## config.mk

```make
export PLATFORM = sky130hd
export DESIGN_NAME = fault_injector
export DESIGN_NICKNAME = d
export VERILOG_FILES = /design/src/rtl/fi_pkg.sv /design/src/rtl/fi_cycle_timer.sv /design/src/rtl/fi_trigger.sv /design/src/rtl/fi_corrupt.sv /design/src/rtl/fault_injector.sv
export SDC_FILE = /design/constraint.sdc
export NUM_CORES = 1
export LEC_CHECK = 0
export BUFFER_PORTS_ARGS = -buffer_cell sky130_fd_sc_hd__buf_4
export CORE_MARGIN = 3
export CORE_UTILIZATION = 46
export CTS_CLUSTER_DIAMETER = 60
export CTS_CLUSTER_SIZE = 25
export DETAILED_ROUTE_END_ITERATION = 16
export PLACE_DENSITY_LB_ADDON = 0.25
export SLEW_MARGIN = 5
export SYNTH_ARGS = -nofsm -noshare
export SYNTH_HDL_FRONTEND = slang
export SYNTH_SLANG_ARGS = --single-unit
```

## constraint.sdc

```tcl
create_clock -name clk -period 1.65 [get_ports clk]
set_clock_uncertainty 0.15 [all_clocks]
set_input_delay 0 -clock clk [delete_from_list [all_inputs] [get_ports clk]]
set_output_delay 0 -clock clk [all_outputs]
set_load 0.05 [all_outputs]
```

## src/rtl/fi_pkg.sv

```systemverilog
package fi_pkg;
  typedef enum logic [1:0] {
    ACC_IDLE  = 2'b00,
    ACC_FETCH = 2'b01,
    ACC_LOAD  = 2'b10,
    ACC_STORE = 2'b11
  } acc_kind_e;

  typedef enum logic [1:0] {
    OP_CLEAR  = 2'b00,
    OP_SET    = 2'b01,
    OP_INVERT = 2'b10,
    OP_BRIDGE = 2'b11
  } fault_op_e;

  localparam int NUM_KINDS = 3;
endpackage

```

## src/rtl/fi_cycle_timer.sv

```systemverilog
module fi_cycle_timer #(
  parameter int CW = 16
) (
  input  logic          clk,
  input  logic          rst_n,
  input  logic [CW-1:0] thresh,
  output logic          reached
);
  localparam logic [CW-1:0] CNT_MAX = '1;

  logic [CW-1:0] cnt_q, cnt_d;
  logic          cnt_en;

  always_comb begin
    cnt_en = (cnt_q != CNT_MAX);
    cnt_d  = cnt_q + 1'b1;
  end

  always_ff @(posedge clk or negedge rst_n) begin
    if (!rst_n)      cnt_q <= '0;
    else if (cnt_en) cnt_q <= cnt_d;
  end

  assign reached = (cnt_q >= thresh);

  // once reached with a steady threshold, the condition stays true
  assert_time_sticky_R4: assert property (@(posedge clk) disable iff (!rst_n)
    ($past(reached) && $stable(thresh)) |-> reached);
endmodule

```

## src/rtl/fi_trigger.sv

```systemverilog
module fi_trigger
  import fi_pkg::*;
#(
  parameter int AW = 16
) (
  input  logic                 clk,
  input  logic                 rst_n,
  input  logic                 acc_valid,
  input  logic [1:0]           acc_kind,
  input  logic [AW-1:0]        acc_addr,
  input  logic [AW-1:0]        trig_addr,
  input  logic [NUM_KINDS-1:0] kind_en,
  input  logic                 time_en,
  input  logic                 time_reached,
  input  logic                 repeat_mode,
  input  logic                 rearm,
  output logic                 fire
);
  logic                 armed_q, armed_d;
  logic [NUM_KINDS-1:0] kind_hit;
  logic                 is_access, addr_ok, time_ok, any_cond;

  for (genvar k = 0; k < NUM_KINDS; k++) begin : g_kind
    assign kind_hit[k] = kind_en[k] && (acc_kind == 2'(k + 1));
  end

  always_comb begin
    is_access = acc_valid && (acc_kind != ACC_IDLE);
    any_cond  = (|kind_en) || time_en;
    addr_ok   = (kind_en == '0) || ((|kind_hit) && (acc_addr == trig_addr));
    time_ok   = !time_en || time_reached;
    fire      = is_access && any_cond && addr_ok && time_ok && armed_q;
  end

  always_comb begin
    armed_d = armed_q;
    if (rearm)                     armed_d = 1'b1;
    else if (fire && !repeat_mode) armed_d = 1'b0;
  end

  always_ff @(posedge clk or negedge rst_n) begin
    if (!rst_n) armed_q <= 1'b1;
    else        armed_q <= armed_d;
  end

  // an enabled time condition gates firing (timer is a separate block)
  assert_time_gate_R5: assert property (@(posedge clk) disable iff (!rst_n)
    (fire && time_en) |-> time_reached);

  // one-shot mode never fires twice without a rearm between
  assert_single_shot_R8: assert property (@(posedge clk) disable iff (!rst_n)
    ($past(fire) && !$past(repeat_mode) && !$past(rearm) && !rearm) |-> !fire);
endmodule

```

## src/rtl/fi_corrupt.sv

```systemverilog
module fi_corrupt
  import fi_pkg::*;
#(
  parameter int DW = 32
) (
  input  logic [DW-1:0] data_in,
  input  logic [DW-1:0] mask,
  input  logic [1:0]    op,
  output logic [DW-1:0] data_out
);
  logic [DW-1:0] bridged;
  logic [DW-1:0] altered;

  for (genvar i = 0; i < DW; i++) begin : g_bridge
    assign bridged[i] = data_in[i] & data_in[(i + 1) % DW];
  end

  always_comb begin
    case (op)
      OP_CLEAR:  altered = '0;
      OP_SET:    altered = '1;
      OP_INVERT: altered = ~data_in;
      default:   altered = bridged;
    endcase
    data_out = (data_in & ~mask) | (altered & mask);
  end
endmodule

```

## src/rtl/fault_injector.sv

```systemverilog
module fault_injector
  import fi_pkg::*;
#(
  parameter int AW = 16,
  parameter int DW = 32,
  parameter int CW = 16
) (
  input  logic                 clk,
  input  logic                 rst_n,
  input  logic [AW-1:0]        trig_addr,
  input  logic [NUM_KINDS-1:0] kind_en,
  input  logic                 time_en,
  input  logic [CW-1:0]        time_thresh,
  input  logic [DW-1:0]        fault_mask,
  input  logic [1:0]           fault_op,
  input  logic                 repeat_mode,
  input  logic                 rearm,
  input  logic                 acc_valid,
  input  logic [1:0]           acc_kind,
  input  logic [AW-1:0]        acc_addr,
  input  logic [DW-1:0]        acc_data,
  output logic                 out_valid,
  output logic [DW-1:0]        out_data,
  output logic                 inj_pulse
);
  // asynchronous assert, synchronous release
  logic [1:0] rst_sync_q;
  logic       rst_n_int;

  always_ff @(posedge clk or negedge rst_n) begin
    if (!rst_n) rst_sync_q <= 2'b00;
    else        rst_sync_q <= {rst_sync_q[0], 1'b1};
  end
  assign rst_n_int = rst_sync_q[1];

  logic          time_reached, fire, is_access;
  logic [DW-1:0] corrupt_data;
  logic [DW-1:0] data_d;

  fi_cycle_timer #(.CW(CW)) i_timer (
    .clk     (clk),
    .rst_n   (rst_n_int),
    .thresh  (time_thresh),
    .reached (time_reached)
  );

  fi_trigger #(.AW(AW)) i_trigger (
    .clk          (clk),
    .rst_n        (rst_n_int),
    .acc_valid    (acc_valid),
    .acc_kind     (acc_kind),
    .acc_addr     (acc_addr),
    .trig_addr    (trig_addr),
    .kind_en      (kind_en),
    .time_en      (time_en),
    .time_reached (time_reached),
    .repeat_mode  (repeat_mode),
    .rearm        (rearm),
    .fire         (fire)
  );

  fi_corrupt #(.DW(DW)) i_corrupt (
    .data_in  (acc_data),
    .mask     (fault_mask),
    .op       (fault_op),
    .data_out (corrupt_data)
  );

  always_comb begin
    is_access = acc_valid && (acc_kind != ACC_IDLE);
    data_d    = fire ? corrupt_data : acc_data;
  end

  always_ff @(posedge clk or negedge rst_n_int) begin
    if (!rst_n_int) begin
      out_valid <= 1'b0;
      inj_pulse <= 1'b0;
    end else begin
      out_valid <= is_access;
      inj_pulse <= fire;
    end
  end

  always_ff @(posedge clk or negedge rst_n_int) begin
    if (!rst_n_int)     out_data <= '0;
    else if (is_access) out_data <= data_d;
  end

  // no output strobe without a strobed access one cycle earlier
  assert_no_spurious_valid_R2: assert property (@(posedge clk) disable iff (!rst_n_int)
    !$past(acc_valid) |-> !out_valid);

  // unmasked bits of the output equal the input word
  assert_unmasked_kept_R6: assert property (@(posedge clk) disable iff (!rst_n_int)
    out_valid |-> (((out_data ^ $past(acc_data)) & ~$past(fault_mask)) == '0));

  // force-to-1 sets every masked bit
  assert_set_op_R7: assert property (@(posedge clk) disable iff (!rst_n_int)
    (inj_pulse && ($past(fault_op) == OP_SET)) |-> ((out_data & $past(fault_mask)) == $past(fault_mask)));

  // the pulse marks a presented word
  assert_pulse_with_data_R10: assert property (@(posedge clk) disable iff (!rst_n_int)
    inj_pulse |-> out_valid);
endmodule

```

==> impl_results.html <==
<table>
<tr><th>Metric</th><th>Value</th></tr>
<tr><th colspan="2">Status</th></tr>
<tr><td>Status</td><td>complete, but fails checks</td></tr>
<tr><td>Violations in the final reports</td><td>setup timing</td></tr>
<tr><th colspan="2">Critical path</th></tr>
<tr><td>Required time of the worst setup path</td><td>1.70 ns</td></tr>
<tr><td>Slowest cell on the critical path</td><td>sky130_fd_sc_hd__dfrtp_1</td></tr>
<tr><td>CP most frequent cell</td><td>sky130_fd_sc_hd__buf_12</td></tr>
<tr><td>Reg-to-Reg End</td><td>out_data[27]$_DFFE_PN0P_</td></tr>
<tr><td>Type of element launching the critical path</td><td>flip-flop</td></tr>
<tr><td>Maximum fanout encountered on the critical timing path</td><td>8</td></tr>
<tr><td>Delay of the slowest critical-path stage</td><td>0.43 ns</td></tr>
<tr><td>Cells along the critical path</td><td>ha_4 -&gt; and4_1 -&gt; o21ai_2 -&gt; o311a_4 -&gt; buf_6 -&gt; a21oi_4 -&gt; buf_12 -&gt; buf_12 -&gt; a21oi_2 -&gt; a221o_1</td></tr>
<tr><td>Number of cells traversed by the worst register-to-register path</td><td>10</td></tr>
<tr><td>Arr. time, crit path</td><td>2.62 ns</td></tr>
<tr><td>CP Capture Type</td><td>flip-flop</td></tr>
<tr><td>Startpoint of the worst-slack reg-to-reg timing path</td><td>i_timer.cnt_q[5]$_DFFE_PN0P_</td></tr>
<tr><td>Kind of critical path</td><td>reg2reg</td></tr>
<tr><td>R2r setup slk</td><td>-0.91 ns</td></tr>
<tr><td>Critical path launch point</td><td>i_timer.cnt_q[5]$_DFFE_PN0P_</td></tr>
<tr><th colspan="2">Drt</th></tr>
<tr><td>Via density per instance</td><td>5.67</td></tr>
<tr><td>Detailed-route wire length per cell</td><td>17.5 µm</td></tr>
<tr><td>WL final</td><td>15800 µm</td></tr>
<tr><td>Iteration count of the initial detailed-routing pass</td><td>5</td></tr>
<tr><td># DRC</td><td>0</td></tr>
<tr><td>Post-DRT Antenna Nets</td><td>0</td></tr>
<tr><td>Violation count after the first detailed-routing iteration</td><td>478</td></tr>
<tr><td>Via count</td><td>5110</td></tr>
<tr><th colspan="2">Clocking</th></tr>
<tr><td>Worst-skew pair later-pin latency</td><td>0.32 ns</td></tr>
<tr><td>Number of H-tree levels</td><td>2</td></tr>
<tr><td>Cell chosen for the clock root</td><td>sky130_fd_sc_hd__clkbuf_8</td></tr>
<tr><td>CTS tree</td><td>built</td></tr>
<tr><td>Maximum buffer depth of the clock tree</td><td>2</td></tr>
<tr><td>Sinks on the clock net</td><td>53</td></tr>
<tr><td>Clock transition time at the flip-flop clock pins of the worst setup and hold paths</td><td>0.11 ns</td></tr>
<tr><td>Clock buffer count from CTS</td><td>5</td></tr>
<tr><th colspan="2">Final layout</th></tr>
<tr><td># fillers</td><td>567</td></tr>
<tr><td>Final non-filler cell area</td><td>0.00692 mm²</td></tr>
<tr><td>Area growth from synthesis to layout</td><td>61.7%</td></tr>
<tr><td>Total number of nets in the final design</td><td>934</td></tr>
<tr><td>Final core utilization</td><td>77.8%</td></tr>
<tr><td>Total inserted antenna cells</td><td>0</td></tr>
<tr><td>Fin cells</td><td>901</td></tr>
<tr><td>Multi-input gate area in the final layout</td><td>0.00285 mm²</td></tr>
<tr><td>Share of layout cells above drive strength 1</td><td>39.6%</td></tr>
<tr><td>Storage cell area</td><td>0.00133 mm²</td></tr>
<tr><th colspan="2">GRT</th></tr>
<tr><td>Number of antenna violations at the first check in global routing</td><td>0</td></tr>
<tr><td>Global route total overflow</td><td>0</td></tr>
<tr><td>Largest net degree at the start of global routing</td><td>35</td></tr>
<tr><td>Total global-route track usage</td><td>28.0%</td></tr>
<tr><td>First-pass GRT wire length</td><td>23400 µm</td></tr>
<tr><td>Number of global-route vias before repair</td><td>4931</td></tr>
<tr><th colspan="2">Placed design</th></tr>
<tr><td>Placed inst area</td><td>0.00591 mm²</td></tr>
<tr><td>Estimated wirelength of the detail-placed design</td><td>9880 µm</td></tr>
<tr><td>Dpl cells</td><td>831</td></tr>
<tr><td>Buffers on Ports</td><td>158</td></tr>
<tr><td>Post-place setup slack</td><td>-1.29 ns</td></tr>
<tr><td>Placer's final routability congestion estimate</td><td>0.822</td></tr>
<tr><th colspan="2">Yosys</th></tr>
<tr><td>Fraction of post-synthesis cell area in the top cell type by area</td><td>30.4%</td></tr>
<tr><td>Avg Cell Area, Syn</td><td>7.88 µm²</td></tr>
<tr><td>Number of cells produced by synthesis</td><td>543</td></tr>
<tr><td>Flops &amp; latches, synth</td><td>53</td></tr>
<tr><td>Number of distinct library cells after synthesis</td><td>51</td></tr>
<tr><td>Top cell types by occurrence after synthesis</td><td>sky130_fd_sc_hd__nand2_1, sky130_fd_sc_hd__dfrtp_1, sky130_fd_sc_hd__inv_1</td></tr>
<tr><td>Net count of the mapped netlist</td><td>685</td></tr>
<tr><td>Synth area leader</td><td>sky130_fd_sc_hd__dfrtp_1</td></tr>
<tr><td>Ys async rst share</td><td>100%</td></tr>
<tr><td>Sequential area share after synthesis</td><td>31.0%</td></tr>
<tr><td>Number of enable-type register cells in the synthesized netlist</td><td>0</td></tr>
<tr><td>Netlist area before placement</td><td>0.00428 mm²</td></tr>
<tr><td>Ys Warns</td><td>0</td></tr>
<tr><td>Cells taking the most area after synthesis</td><td>sky130_fd_sc_hd__dfrtp_1, sky130_fd_sc_hd__nand2_1, sky130_fd_sc_hd__a221o_1, sky130_fd_sc_hd__ha_1, sky130_fd_sc_hd__a31oi_1</td></tr>
<tr><td>Most repeated cell in the gate-level netlist after synthesis</td><td>sky130_fd_sc_hd__nand2_1</td></tr>
<tr><td>Leading register cell type out of synthesis</td><td>sky130_fd_sc_hd__dfrtp_1</td></tr>
<tr><th colspan="2">Min path</th></tr>
<tr><td>Cell depth of the worst min-delay path</td><td>5</td></tr>
<tr><td>Path class of the lowest-slack min-delay path</td><td>in2reg</td></tr>
<tr><td>Hold Path Origin</td><td>acc_valid</td></tr>
<tr><td>Worst hold path endpoint</td><td>out_data[30]$_DFFE_PN0P_</td></tr>
<tr><th colspan="2">Pwr</th></tr>
<tr><td>Proportion of total power due to net switching</td><td>36.8%</td></tr>
<tr><td>NetSw</td><td>1.42 mW</td></tr>
<tr><td>Proportion of power drawn by combinational gates</td><td>40.7%</td></tr>
<tr><td>Final Power</td><td>3.86 mW</td></tr>
<tr><td>Internal power component</td><td>2.44 mW</td></tr>
<tr><td>Power density cells</td><td>557 mW/mm²</td></tr>
<tr><td>Sequential group share of total power</td><td>38.5%</td></tr>
<tr><td>LEAKAGE</td><td>3.33 nW</td></tr>
<tr><td>Peak ir drop on the vdd network</td><td>0.000382 V</td></tr>
<tr><td>Relative contribution of the clock network to total power</td><td>20.8%</td></tr>
<tr><th colspan="2">Floorplanning</th></tr>
<tr><td>I/O pin count</td><td>159</td></tr>
<tr><td>Initial cell density of the core</td><td>48.1%</td></tr>
<tr><td>Overall die area</td><td>0.0105 mm²</td></tr>
<tr><td>Vert. Die Dim</td><td>102 µm</td></tr>
<tr><td>Placeable core region</td><td>0.00889 mm²</td></tr>
<tr><td>Row count</td><td>34</td></tr>
<tr><td>Die W</td><td>102 µm</td></tr>
<tr><th colspan="2">STA</th></tr>
<tr><td>Least setup slack across all paths after layout</td><td>-0.913 ns</td></tr>
<tr><td>Top achievable clock speed</td><td>0.390 GHz</td></tr>
<tr><td>Number of endpoints with negative hold slack in the final report</td><td>0</td></tr>
<tr><td>Least-Margin Pin Slew</td><td>0.790 ns</td></tr>
<tr><td>Fin Setup TNS</td><td>-32.61 ns</td></tr>
<tr><td>Post-Route Hold Slack</td><td>0.0314 ns</td></tr>
<tr><td>Clock period minus worst slack</td><td>2.56 ns</td></tr>
<tr><td>Final Setup Violations</td><td>50</td></tr>
<tr><td>Final Cycle Share</td><td>155%</td></tr>
<tr><td>Slew headroom</td><td>47.1%</td></tr>
<tr><td>Number of slew-limit violations in the final report</td><td>0</td></tr>
<tr><td>Setup repair after global routing missed its margin</td><td>yes</td></tr>
<tr><th colspan="2">Flow run</th></tr>
<tr><td>Maximum Capacitance Violations</td><td>0</td></tr>
</table>
[cells by family after synthesis]
logic type / Yosys count / synth area share, %
and+or+nand+nor: 211 / 23.4
AOI/OAI and AO/OA: 150 / 23.7
buffers and inverters: 80 / 10.3
DFF: 53 / 31.0
xor gates and xnor gates: 27 / 5.52
adders and majority gates: 17 / 4.97
muxes: 4 / 1.05
other: 1 / 0.0876
[power groups by stage]
stage / combinational (mW) / clock, mW / sequential [mW]
after floorplan: 0.467 / 0 / 1.85
final: 1.57 / 0.801 / 1.49
after global routing: 1.67 / 0.852 / 1.50
after detailed placement: 1.41 / 0 / 1.50
after global placement: 1.37 / 0 / 1.51
after CTS: 1.53 / 0.791 / 1.48
[critical path, delay by kind of cell, from the launching register on]
family | cells | cell delay [ns]
buf+inv | 3 | 0.40
compound gates | 5 | 0.97
fa+ha+maj | 1 | 0.29
flops | 1 | 0.43
simple gates | 1 | 0.20
[layout by cell type, fill, tap and decap left out, types with 3 or more instances in the layout]
| cell type | instances |
|---|---|
| sky130_fd_sc_hd__buf_4 | 210 |
| sky130_fd_sc_hd__nand2_1 | 131 |
| sky130_fd_sc_hd__dfrtp_1 | 51 |
| sky130_fd_sc_hd__inv_1 | 49 |
| sky130_fd_sc_hd__dlygate4sd3_1 | 36 |
| sky130_fd_sc_hd__a21oi_1 | 32 |
| sky130_fd_sc_hd__o21ai_0 | 32 |
| sky130_fd_sc_hd__a31oi_1 | 30 |
| sky130_fd_sc_hd__a221o_1 | 30 |
| sky130_fd_sc_hd__xnor2_1 | 19 |
| sky130_fd_sc_hd__buf_6 | 17 |
| sky130_fd_sc_hd__or3_2 | 15 |
| sky130_fd_sc_hd__or3_1 | 14 |
| sky130_fd_sc_hd__ha_1 | 10 |
| sky130_fd_sc_hd__ha_4 | 7 |
| sky130_fd_sc_hd__xor2_1 | 6 |
| sky130_fd_sc_hd__nand3_2 | 6 |
| sky130_fd_sc_hd__clkbuf_8 | 6 |
| sky130_fd_sc_hd__buf_12 | 6 |
| sky130_fd_sc_hd__nand2b_1 | 5 |
| sky130_fd_sc_hd__and4_4 | 4 |
| sky130_fd_sc_hd__nand2_2 | 4 |
| sky130_fd_sc_hd__nand4_1 | 4 |
| sky130_fd_sc_hd__nand3_1 | 4 |
| sky130_fd_sc_hd__and2_4 | 4 |
| sky130_fd_sc_hd__nor2_1 | 4 |
| sky130_fd_sc_hd__mux2_4 | 4 |
| sky130_fd_sc_hd__a21oi_4 | 3 |
| sky130_fd_sc_hd__a22oi_1 | 3 |
| sky130_fd_sc_hd__a31o_1 | 3 |
| sky130_fd_sc_hd__nor3_4 | 3 |
[layer usage]
metal	GRT usage [%]	vias up	part of all wire (%)
li1	-	2407	-
met1	33.8	2439	38
met2	51.1	227	53
met3	4.30	37	6.4
met4	8.27	0	2.5
met5	0	-	0
[state kept, by name, indices dropped and copies added (netlist names)]
name / flops
inj_pulse: 1
rst_sync_q: 2
out_valid: 1
out_data: 32
i_timer.cnt_q: 16
i_trigger.armed_q: 1
[worst max-delay path by stage]
| stage | end |
|---|---|
| 2_1_floorplan | out_data[29]$_DFFE_PN0P_ |
| 3_3_place_gp | out_data[8]$_DFFE_PN0P_ |
| 3_5_place_dp | out_data[5]$_DFFE_PN0P_ |
| 4_1_cts | out_data[23]$_DFFE_PN0P_ |
| 5_1_grt | out_data[27]$_DFFE_PN0P_ |
| 6_report | out_data[27]$_DFFE_PN0P_ |
[area by class of cell]
cell class / instances / area share (%)
Multi-Input combinational cell: 411 / 41.2
Timing Repair Buffer: 272 / 33.6
Sequential cell: 53 / 19.2
Inverter: 49 / 2.66
Tap cell: 108 / 1.95
Clock buffer: 7 / 1.25
Clock inverter: 1 / 0.108
[repair_timing]
item / CTS / global route
cloned: 3 / 2
hold buffers: 36 / 0
resized for setup: 45 / 10
endpoints found under the setup margin: 50 / 50
pin swaps: 23 / 20
setup buffers: 22 / 4
endpoints found under the hold margin: 35 / 0
(Power assumes the default switching activity.)
